--- src/rtl/bcd_ctr_pkg.sv ---
package bcd_ctr_pkg;

    typedef enum logic [1:0] {
        OP_HOLD  = 2'd0,
        OP_COUNT = 2'd1,
        OP_LOAD  = 2'd2,
        OP_CLEAR = 2'd3
    } op_e;

    typedef enum logic {
        DIR_DOWN = 1'b0,
        DIR_UP   = 1'b1
    } dir_e;

    typedef struct packed {
        op_e  op;
        dir_e dir;
    } ctl_t;

endpackage

--- src/rtl/bcd_op_decode.sv ---
module bcd_op_decode
    import bcd_ctr_pkg::*;
(
    input  logic rst,
    input  logic load,
    input  logic carry_in_n,
    input  logic up_dn,
    output ctl_t ctl
);
    always_comb begin
        ctl.dir = up_dn ? DIR_UP : DIR_DOWN;
        if (rst)
            ctl.op = OP_CLEAR;
        else if (load)
            ctl.op = OP_LOAD;
        else if (!carry_in_n)
            ctl.op = OP_COUNT;
        else
            ctl.op = OP_HOLD;
    end
endmodule

--- src/rtl/bcd_step.sv ---
module bcd_step
    import bcd_ctr_pkg::*;
#(
    parameter int W    = 4,
    parameter int LAST = 9
) (
    input  logic [W-1:0] cur,
    input  dir_e         dir,
    output logic [W-1:0] nxt
);
    localparam logic [W-1:0] LAST_V = LAST[W-1:0];
    localparam logic [W-1:0] ZERO   = '0;
    localparam logic [W-1:0] ONE    = {{(W-1){1'b0}}, 1'b1};

    logic legal;
    logic [W-1:0] up_val;
    logic [W-1:0] dn_val;

    assign legal = (cur <= LAST_V);

    always_comb begin
        if (!legal || cur == LAST_V)
            up_val = ZERO;
        else
            up_val = cur + ONE;

        if (!legal || cur == ZERO)
            dn_val = LAST_V;
        else
            dn_val = cur - ONE;

        nxt = (dir == DIR_UP) ? up_val : dn_val;
    end
endmodule

--- src/rtl/bcd_term_detect.sv ---
module bcd_term_detect
    import bcd_ctr_pkg::*;
#(
    parameter int W    = 4,
    parameter int LAST = 9
) (
    input  logic [W-1:0] cur,
    input  dir_e         dir,
    input  logic         carry_in_n,
    output logic         carry_out_n
);
    localparam logic [W-1:0] LAST_V = LAST[W-1:0];

    logic at_end;

    always_comb begin
        if (dir == DIR_UP)
            at_end = (cur == LAST_V);
        else
            at_end = (cur == '0);
        carry_out_n = ~(at_end & ~carry_in_n);
    end
endmodule

--- src/rtl/bcd_updown_counter.sv ---
module bcd_updown_counter
    import bcd_ctr_pkg::*;
#(
    parameter int W    = 4,
    parameter int LAST = 9
) (
    input  logic         clk,
    input  logic         rst,
    input  logic         load,
    input  logic         carry_in_n,
    input  logic         up_dn,
    input  logic [W-1:0] preset,
    output logic [W-1:0] count,
    output logic         carry_out_n
);
    ctl_t         ctl;
    logic [W-1:0] step_val;
    logic [W-1:0] digit_q;

    bcd_op_decode u_decode (
        .rst        (rst),
        .load       (load),
        .carry_in_n (carry_in_n),
        .up_dn      (up_dn),
        .ctl        (ctl)
    );

    bcd_step #(.W(W), .LAST(LAST)) u_step (
        .cur (digit_q),
        .dir (ctl.dir),
        .nxt (step_val)
    );

    bcd_term_detect #(.W(W), .LAST(LAST)) u_term (
        .cur         (digit_q),
        .dir         (ctl.dir),
        .carry_in_n  (carry_in_n),
        .carry_out_n (carry_out_n)
    );

    always_ff @(posedge clk) begin
        case (ctl.op)
            OP_CLEAR: digit_q <= '0;
            OP_LOAD:  digit_q <= preset;
            OP_COUNT: digit_q <= step_val;
            default:  digit_q <= digit_q;
        endcase
    end

    assign count = digit_q;
endmodule

--- config.mk ---
export PLATFORM = sky130hd
export DESIGN_NAME = bcd_updown_counter
export DESIGN_NICKNAME = d
export VERILOG_FILES = /design/src/rtl/bcd_ctr_pkg.sv /design/src/rtl/bcd_op_decode.sv /design/src/rtl/bcd_step.sv /design/src/rtl/bcd_term_detect.sv /design/src/rtl/bcd_updown_counter.sv
export SDC_FILE = /design/constraint.sdc
export NUM_CORES = 1
export LEC_CHECK = 0
export ABC_AREA = 1
export BUFFER_PORTS_ARGS = -buffer_cell sky130_fd_sc_hd__buf_2
export CORE_AREA = 2 2 39 41
export DETAILED_ROUTE_END_ITERATION = 7
export DIE_AREA = 0 0 41 43
export PLACE_DENSITY = 0.64
export SYNTH_ARGS = -nofsm -noshare
export SYNTH_HDL_FRONTEND = slang
export SYNTH_SLANG_ARGS = --single-unit
--- constraint.sdc ---
create_clock -name clk -period 1.8 [get_ports clk]
set_input_delay 0.09 -clock clk [delete_from_list [all_inputs] [get_ports clk]]
set_output_delay 0.09 -clock clk [all_outputs]
set_load 0.03 [all_outputs]
Word-level counts from Yosys, hierarchy flattened
Cells that the tools add are included.
Word-level totals
  ROM bits: 0
  memories kept: 0
  output and inout bits: 5
  register bits: 4
  latch bits: 0
  input bits: 9
  memory bits (writable): 0
Cells by class
  muxes and demuxes: 9
  bitwise logic cells: 3
  eq/ne operators: 4
  order comparisons: 1
  shifts and indexed selects: 0
  reductions and logical operators: 5
  divide/modulo/power cells: 0
  add/sub/neg operators: 2
  $mul: 0
Operators by type and width (count)
  two-way mux 4 bit: 3
  case mux 4 bit (3 select lines): 1
  adder 4 x 1 -> 4 bit, second input constant: 1
  equality test 2 bit, second input constant: 2
  equality test 4 bit, second input constant: 1
  less-or-equal comparator 4 bit, second input constant: 1
  zero test 4 bit: 1
  two-way mux 2 bit: 2
  subtractor 4 x 1 -> 4 bit, second input constant: 1
  two-way mux 1 bit: 3
  nonzero test 3 bit: 1
  equality test 2 x 1 -> 1 bit, second input constant: 1
  logical OR 1 bit: 2
  NOT 1 bit: 2
  bitwise AND 1 bit: 1
  zero test 1 bit: 1

Longest topological paths before layout
Gate-level depths: netlist (run 1).
  depth after elaboration: 6
  depth in mapped cells: 10
  depth with buffers taken out: 10

By module
Synthesis (run 1) repeated with hierarchy kept, for this count alone.
Second synthesis, totals
  cell total of the unflattened synthesis: 76
  area, all modules: 543.0 um^2
By module, submodules not included
  bcd_step: cells an instance 42, area an instance 269.0 um^2, times used 1
  bcd_updown_counter: cells an instance 23, area an instance 222.7 um^2, times used 1
  bcd_term_detect: cells an instance 7, area an instance 28.8 um^2, times used 1
  bcd_op_decode: cells an instance 4, area an instance 22.5 um^2, times used 1

Least setup slack after synthesis (run 1)
OpenSTA, ideal clock, no wires.
  path kind: register -> register
  from: register digit_q[0], in the netlist count[0]
  to: register digit_q[3], in the netlist count[3], data pin
  stages on the path, launching flop included: 11
  path slack: 0.172 ns
  library setup time: 0.252 ns
  clock period less this slack: 1.628 ns
  arrival: 1.376 ns
  data required time: 1.548 ns
  cell sequence: edfxtp_1 -> inv_1 -> ha_1 -> nand2_2 -> nand2_4 -> nand2_4 -> nand2_2 -> nand2_1 -> nor2_1 -> nand2_1 -> nand2_1
Between the ends
  cells in the longest elaborated chain, start to end: 6
  elaborated cells on any way between the ends: 12
Ends and longest elaborated chain
  start, declared: RTL line bcd_updown_counter.sv:18  | logic [W-1:0] digit_q;
  start signal, assigned: RTL line bcd_updown_counter.sv:44  | OP_LOAD: digit_q <= preset;
  start signal, assigned: RTL line bcd_updown_counter.sv:45  | OP_COUNT: digit_q <= step_val;
  start signal, assigned: RTL line bcd_updown_counter.sv:46  | default: digit_q <= digit_q;
  less-or-equal comparator 4 bit: RTL line bcd_step.sv:19  | assign legal = (cur <= LAST_V);
  zero test 1 bit: RTL line bcd_step.sv:22, bcd_step.sv:27
  logical OR 1 bit, on equally long branches: RTL line bcd_step.sv:27, bcd_step.sv:22
  two-way mux 4 bit, on equally long branches: RTL line bcd_step.sv:27, bcd_step.sv:22
  two-way mux 4 bit (*): RTL line bcd_step.sv:32  | nxt = (dir == DIR_UP) ? up_val : dn_val;
  case mux 4 bit (3 select lines) (*): RTL line bcd_updown_counter.sv:42  | case (ctl.op)
Mark *: on every way between the ends. The rest lies on a longest branch, timed or not.
A chain may end at the register's enable or synchronous reset.

Final worst setup path (run 1)
  from: register digit_q[1], in the netlist count[1]
  to: output carry_out_n
Between the ends
  cells in the longest elaborated chain, start to end: 4
  elaborated cells on any way between the ends: 5
Ends and longest elaborated chain
  equality test 4 bit or zero test 4 bit (tied branches): RTL line bcd_term_detect.sv:18, bcd_term_detect.sv:20
  two-way mux 1 bit (*): RTL line bcd_term_detect.sv:17  | if (dir == DIR_UP)
  bitwise AND 1 bit (*): RTL line bcd_term_detect.sv:21  | carry_out_n = ~(at_end & ~carry_in_n);
  NOT 1 bit (*): RTL line bcd_term_detect.sv:21
  end, declared: RTL line bcd_updown_counter.sv:14  | output logic carry_out_n
Marked as above.

==> impl_results.rst, run 1 <==
.. list-table::
   :header-rows: 1

   * - Metric
     - Value
   * - Outcome
     - finished clean
   * - Worst slew margin relative to its limit
     - 72.8%
   * - Worst hold-check path type
     - input port to flop
   * - Wire length after detailed routing
     - 919 um
   * - Number of max-slew violations in the final report
     - 0
   * - Sequential element share of the synthesized area
     - 25.5%
   * - Core region area
     - 1380 um^2
   * - Io pins
     - 14
   * - Dpl hpwl
     - 760 um
   * - Layout fillers
     - 150
   * - Final antenna diode count
     - 0
   * - Share of final-layout standard cells stronger than drive strength 1
     - 31.7%
   * - Final net count
     - 96
   * - Overall power consumption
     - 0.384 mW
   * - Number of unique standard cell types used by synthesis
     - 18
   * - CTS Hold Bufs
     - 0
   * - Clock net sink count
     - 4
   * - Die height
     - 43 um
   * - Stage delay of the slowest cell on the critical path
     - 0.43 ns
   * - Remaining antenna violation count
     - 0
   * - Count of state elements after synthesis
     - 4
   * - Max frequency
     - 606 MHz
   * - CTS Buf Count
     - 3
   * - Area occupied by multi-input gates
     - 308 um^2
   * - DRC errors left
     - 0
   * - GP Congestion
     - 0.831
   * - Count of port buffers added during placement
     - 13
   * - Finished layout cell area
     - 569 um^2
   * - Instance area after placement
     - 547 um^2
   * - Initial antenna violation count
     - 0
   * - Largest net degree at the start of global routing
     - 11
   * - Slowest cell on the critical path
     - edfxtp_1
   * - Register clock-pin slew on the reported worst setup and hold paths
     - 0.04 ns
   * - Required arrival time at the worst endpoint
     - 1.71 ns
   * - GRT Util Overall
     - 12.0%
   * - Drt wl/cell
     - 9.38 um
   * - Worst setup path category
     - flop to output port
   * - Post-Synthesis Mean Instance Area
     - 7.02 um^2
   * - Setup TNS after final layout
     - 0 ns
   * - Unrepaired setup endpoints after global routing
     - false
   * - Kind of end point of the critical path
     - output port
   * - Netlist area before placement
     - 470 um^2
   * - Areal power density over the cells
     - 674 nW/um^2
   * - Post-route minimum period
     - 1.65 ns
   * - Grt ovf
     - 0
   * - Setup bufs post-CTS
     - 0
   * - Chip Width
     - 41 um
   * - Effective utilization at floorplan
     - 34.0%
   * - Max Buffers Root-to-Sink
     - 2
   * - Insertion delay of the later-clocked pin in the worst-skew pair
     - 0.23 ns
   * - Vias
     - 450
   * - First-pass GRT wire length
     - 1.52 mm
   * - Initial DRC Count
     - 4
   * - Post-synthesis net count
     - 79
   * - Via-per-instance ratio
     - 4.59
   * - Quantity of gates resized following cts
     - 0
   * - Syn. warnings
     - 0
   * - Transition time at the pin with the least slew margin
     - 0.408 ns
   * - Number of standard-cell rows in the floorplan
     - 14
   * - Total placed cells including tap cells
     - 95
   * - CTS tree
     - done
   * - Post-Syn Instances
     - 67
   * - Leakage power figure
     - 0.299 nW
   * - Skew final
     - 0.000177 ns
   * - Relative area change from synthesis to final layout
     - 21.0%
   * - Final setup vio count
     - 0
   * - Final number of hold-violating endpoints
     - 0
   * - Sequential cell area
     - 120 um^2
   * - Post-route fraction of the period consumed by the critical path
     - 91.6%
   * - DIE AREA
     - 1760 um^2
   * - Arrival time worst endpoint
     - 1.56 ns
   * - Htree depth
     - 1
   * - Number of cells in the finished layout apart from fillers
     - 98
   * - Maxcap violations
     - 0
   * - Cells along the critical path
     - inv_1 -> ha_1 -> nand3_4 -> a211o_1 -> buf_2
   * - Via count of the first global-routing pass
     - 401
   * - Final standard cell utilization of the core
     - 41.1%
   * - Critical path peak fanout
     - 5
   * - Buffer cell driving the clock tree root
     - clkbuf_4
   * - Maximum vdd ir drop
     - 0.219 mV
   * - Startpoint type of the worst setup path
     - flop
   * - Number of flip-flops in the largest register
     - 4
   * - Detailed Routing Iterations Pass 1
     - 4
==> report_power, final <==
group,switching [mW],internal [mW]
Sequential,0.0154,0.114
Clock,0.0335,0.0744
Combinational,0.0924,0.0543
Total,0.141,0.243
==> path summary, 6_finish.rpt <==
check | to | slack [ns] | start | depth (start not counted)
max | carry_out_n | 0.15 | count[1]$_DFFE_PP_ | 5
min | count[3]$_DFFE_PP_ | 0.17 | preset[3] | 3
max reg2reg | count[0]$_DFFE_PP_ | 0.31 | count[1]$_DFFE_PP_ | 9
min reg2reg | count[0]$_DFFE_PP_ | 0.83 | count[0]$_DFFE_PP_ | 4
==> worst max-delay path: cells and delay by family (launching register included) <==
family / cells / cell delay, ns
adder cells (fa/ha/maj): 1 / 0.20
AND/OR/NAND/NOR: 1 / 0.12
AO/OA/AOI/OAI: 1 / 0.30
buffers and inverters: 2 / 0.28
flip-flops: 1 / 0.43
==> stage by stage <==
stage / worst slack [ns] / hold slack [ns]
floorplan: 0.172 / 0.303
global placement: 0.334 / 0.404
detailed placement: 0.301 / 0.398
CTS: 0.142 / 0.164
global route: 0.0867 / 0.186
finish: 0.151 / 0.166
==> layout by cell type, fill, tap and decap left out <==
cell type / Yosys / layout
nand2_1: 21 / 21
buf_2: 0 / 13
nand3_1: 12 / 12
nor2_1: 7 / 7
inv_1: 6 / 6
edfxtp_1: 4 / 4
ha_1: 3 / 3
clkbuf_4: 0 / 3
nand2_2: 2 / 2
nand2_4: 2 / 2
inv_2: 1 / 1
nand3_4: 1 / 1
a21oi_2: 1 / 1
nor3_2: 1 / 1
a21boi_2: 1 / 1
o21ai_0: 1 / 1
xnor2_1: 1 / 1
a211o_1: 1 / 1
buf_4: 0 / 1
==> cells in the mapped netlist <==
master | count | area share [%]
a211o_1 | 1 | 1.9
a21boi_2 | 1 | 2.4
a21oi_2 | 1 | 1.9
buf_6 | 1 | 2.4
clkbuf_2 | 1 | 1.1
edfxtp_1 | 4 | 26
ha_1 | 3 | 8.0
inv_1 | 6 | 4.8
inv_2 | 1 | 0.80
nand2_1 | 21 | 17
nand2_2 | 2 | 2.7
nand2_4 | 2 | 4.8
nand3_1 | 12 | 13
nand3_4 | 1 | 3.7
nor2_1 | 7 | 5.6
nor3_2 | 1 | 2.1
o21ai_0 | 1 | 1.1
xnor2_1 | 1 | 1.9
==> cell families after synthesis <==
logic type      share of synthesized area, %
xor+xnor                                1.86
simple gates                            48.4
flops                                   25.5
compound gates                          7.18
buf+inv                                 9.04
fa+ha+maj                               7.98
==> layer usage <==
metal	global-route usage (%)	part of all wire (%)	vias to the layer above
li1	-	-	248
met1	17.4	49	195
met2	18.8	48	7
met3	0	2.8	0
met4	4.00	0	0
met5	0	0	-
==> final cells by class <==
class / instances / area share, %
Sequential cell: 4 / 21.1
Timing Repair Buffer: 14 / 12.7
Inverter: 7 / 4.62
Multi-Input combinational cell: 54 / 54.1
Tap cell: 16 / 3.52
Clock buffer: 3 / 3.96
Note: power is estimated with default switching activity, not from simulation.
==> inputs of run 2 (changes only) <==
Settings changed: BUFFER_PORTS_ARGS -buffer_cell sky130_fd_sc_hd__buf_2 to not set, DONT_BUFFER_PORTS set to 1, PLACE_DENSITY 0.64 to 0.55.
==> run 2 against run 1 <==
  * Power is 2.8% lower
  * Via count fell by 8.4%
  * Combinational power fell by 8%
  * Sequential cell count did not move
  * Register-to-register slack got worse by 0.08 ns
  * Design area is 7.5% lower
  * Utilization shrank 3.1 points
  * Largest cell class unchanged
  * Highest routed layer unchanged
==> impl_results.rst, run 2 (synthesis results as in run 1) <==
.. list-table::
   :header-rows: 1

   * - Metric
     - Value
   * - Outcome
     - finished clean
   * - Total placed cells including tap cells
     - 85 (-11%)
   * - Skew final
     - 0.00365 ns (+0.00347 ns)
   * - Number of flip-flops in the largest register
     - 4 (unchanged)
   * - Drt wl/cell
     - 10.6 um (+13%)
   * - Buffer cell driving the clock tree root
     - clkbuf_4
   * - Final net count
     - 86 (-10%)
   * - Number of cells in the finished layout apart from fillers
     - 88 (-10%)
   * - Max frequency
     - 616 MHz (+1.6%)
   * - Worst hold-check path type
     - input port to flop
   * - Dpl hpwl
     - 774 um (+1.7%)
   * - Relative area change from synthesis to final layout
     - 12.0%
   * - Initial DRC Count
     - 2 (-2)
   * - CTS Hold Bufs
     - 0 (unchanged)
   * - Min setup slack post-route
     - 0.177 ns (+0.0261 ns)
   * - Leakage power figure
     - 0.261 nW (-13%)
   * - Maximum vdd ir drop
     - 0.615 mV (+180%)
   * - Most frequent cells in the layout
     - nand2_1 (21), nand3_1 (12), nor2_1 (7), inv_1 (6)
   * - Unrepaired setup endpoints after global routing
     - false
   * - GRT Util Overall
     - 12.4% (+0.43 points)
   * - Setup TNS after final layout
     - 0 ns (unchanged)
   * - Largest net degree at the start of global routing
     - 10 (-1)
   * - Areal power density over the cells
     - 708 nW/um^2 (+5.1%)
   * - Chip Width
     - 41 um (unchanged)
   * - Transition time at the pin with the least slew margin
     - 0.421 ns (+0.0126 ns)
   * - Clock net sink count
     - 4 (unchanged)
   * - Post-route minimum period
     - 1.62 ns (-0.0261 ns)
   * - Critical path peak fanout
     - 6 (+1)
   * - Stage delay of the slowest cell on the critical path
     - 0.46 ns (+0.03 ns)
   * - CTS Buf Count
     - 3 (unchanged)
   * - Remaining antenna violation count
     - 0 (unchanged)
   * - CTS tree
     - done
   * - DIE AREA
     - 1760 um^2 (unchanged)
   * - Arrival time worst endpoint
     - 1.53 ns (-0.03 ns)
   * - Max Buffers Root-to-Sink
     - 2 (unchanged)
   * - Via count of the first global-routing pass
     - 346 (-14%)
   * - Finished layout cell area
     - 527 um^2 (-7.5%)
   * - Final antenna diode count
     - 0 (unchanged)
   * - Io pins
     - 14 (unchanged)
   * - Effective utilization at floorplan
     - 34.0% (unchanged)
   * - Kind of end point of the critical path
     - output port
   * - Worst hold slack
     - 0.0804 ns (-0.0855 ns)
   * - Grt ovf
     - 0 (unchanged)
   * - Initial antenna violation count
     - 0 (unchanged)
   * - Wire length after detailed routing
     - 936 um (+1.8%)
   * - Number of max-slew violations in the final report
     - 0 (unchanged)
   * - Slowest cell on the critical path
     - edfxtp_1
   * - Detailed Routing Iterations Pass 1
     - 3 (-1)
   * - Number of standard-cell rows in the floorplan
     - 14 (unchanged)
   * - DRC errors left
     - 0 (unchanged)
   * - Register clock-pin slew on the reported worst setup and hold paths
     - 0.04 ns (about the same)
   * - Count of port buffers added during placement
     - 0 (-13)
   * - Cells along the critical path
     - inv_1 -> ha_1 -> a21oi_2 -> a211o_1
   * - Worst slew margin relative to its limit
     - 71.9% (-0.84 points)
   * - Htree depth
     - 1 (unchanged)
   * - Post-route fraction of the period consumed by the critical path
     - 90.2% (-1.5 points)
   * - Worst-case setup slack after placement
     - 0.239 ns (-0.0616 ns)
   * - Layout fillers
     - 149 (-0.67%)
   * - Instance area after placement
     - 504 um^2 (-7.8%)
   * - Die height
     - 43 um (unchanged)
   * - Maxcap violations
     - 0 (unchanged)
   * - Startpoint type of the worst setup path
     - flop
   * - Share of final-layout standard cells stronger than drive strength 1
     - 22.2% (-9.5 points)
   * - Via-per-instance ratio
     - 4.68 (+2.0%)
   * - Core region area
     - 1380 um^2 (unchanged)
   * - Setup bufs post-CTS
     - 0 (unchanged)
   * - First-pass GRT wire length
     - 1.48 mm (-2.8%)
   * - Insertion delay of the later-clocked pin in the worst-skew pair
     - 0.23 ns (about the same)
   * - Final number of hold-violating endpoints
     - 0 (unchanged)
   * - Final setup vio count
     - 0 (unchanged)
   * - Vias
     - 412 (-8.4%)
   * - Required arrival time at the worst endpoint
     - 1.71 ns (about the same)
   * - Worst setup path category
     - flop to output port
   * - GP Congestion
     - 0.775 (-6.7%)
   * - Quantity of gates resized following cts
     - 0 (unchanged)
   * - Leading cell type in the layout, fill and taps excluded
     - nand2_1
[run 2: cell count changes in the layout (fill, tap and decap cells not counted), sizes merged]
| cell | delta |
|---|---|
| buf | -10 |
[run 2: metal layers]
| layer | vias to the layer above | global-route usage [%] | wire (um) |
|---|---|---|---|
| met5 | - | 0 | 0 |
| met4 | 0 | 0 | 0 |
| met3 | 0 | 6.28 | 62 |
| met2 | 15 | 16.6 | 414 |
| met1 | 169 | 19.1 | 458 |
| li1 | 228 | - | - |
[run 2: layout make-up]
class	count	area (um^2)	share of cell area (%)
multi-input combinational	54	308	58.4
timing repair buffer	4	30.0	5.70
clock buffer	3	22.5	4.28
inverter	7	26.3	4.99
tap	16	20.0	3.80
sequential	4	120	22.8
[run 2: worst paths after layout]
path	start	end	slack [ns]	cells after the start
worst max-delay path	count[0]$_DFFE_PP_	carry_out_n	0.18	4
worst min-delay path	load	count[3]$_DFFE_PP_	0.08	2
worst min register to register	count[0]$_DFFE_PP_	count[0]$_DFFE_PP_	0.75	3
worst max register to register	count[0]$_DFFE_PP_	count[0]$_DFFE_PP_	0.23	9
[run 2: where the power goes]
group / internal (mW) / switching (mW)
clock: 0.0744 / 0.0339
combinational: 0.0499 / 0.0847
sequential: 0.114 / 0.0164
total: 0.238 / 0.135
[run 2: stage by stage]
step | utilization [%] | total power, mW
6_report | 38.1 | 0.373
5_1_grt | 38.1 | 0.403
4_1_cts | 38.1 | 0.380
3_5_place_dp | 36.4 | 0.267
3_3_place_gp | 36.4 | 0.266
2_1_floorplan | - | 0.242
[run 2: worst max-delay path: cells and delay by family (launching register included)]
family / cells / cell delay [ns]
fa+ha+maj: 1 / 0.25
buf+inv: 1 / 0.14
compound gates: 2 / 0.45
flops: 1 / 0.46
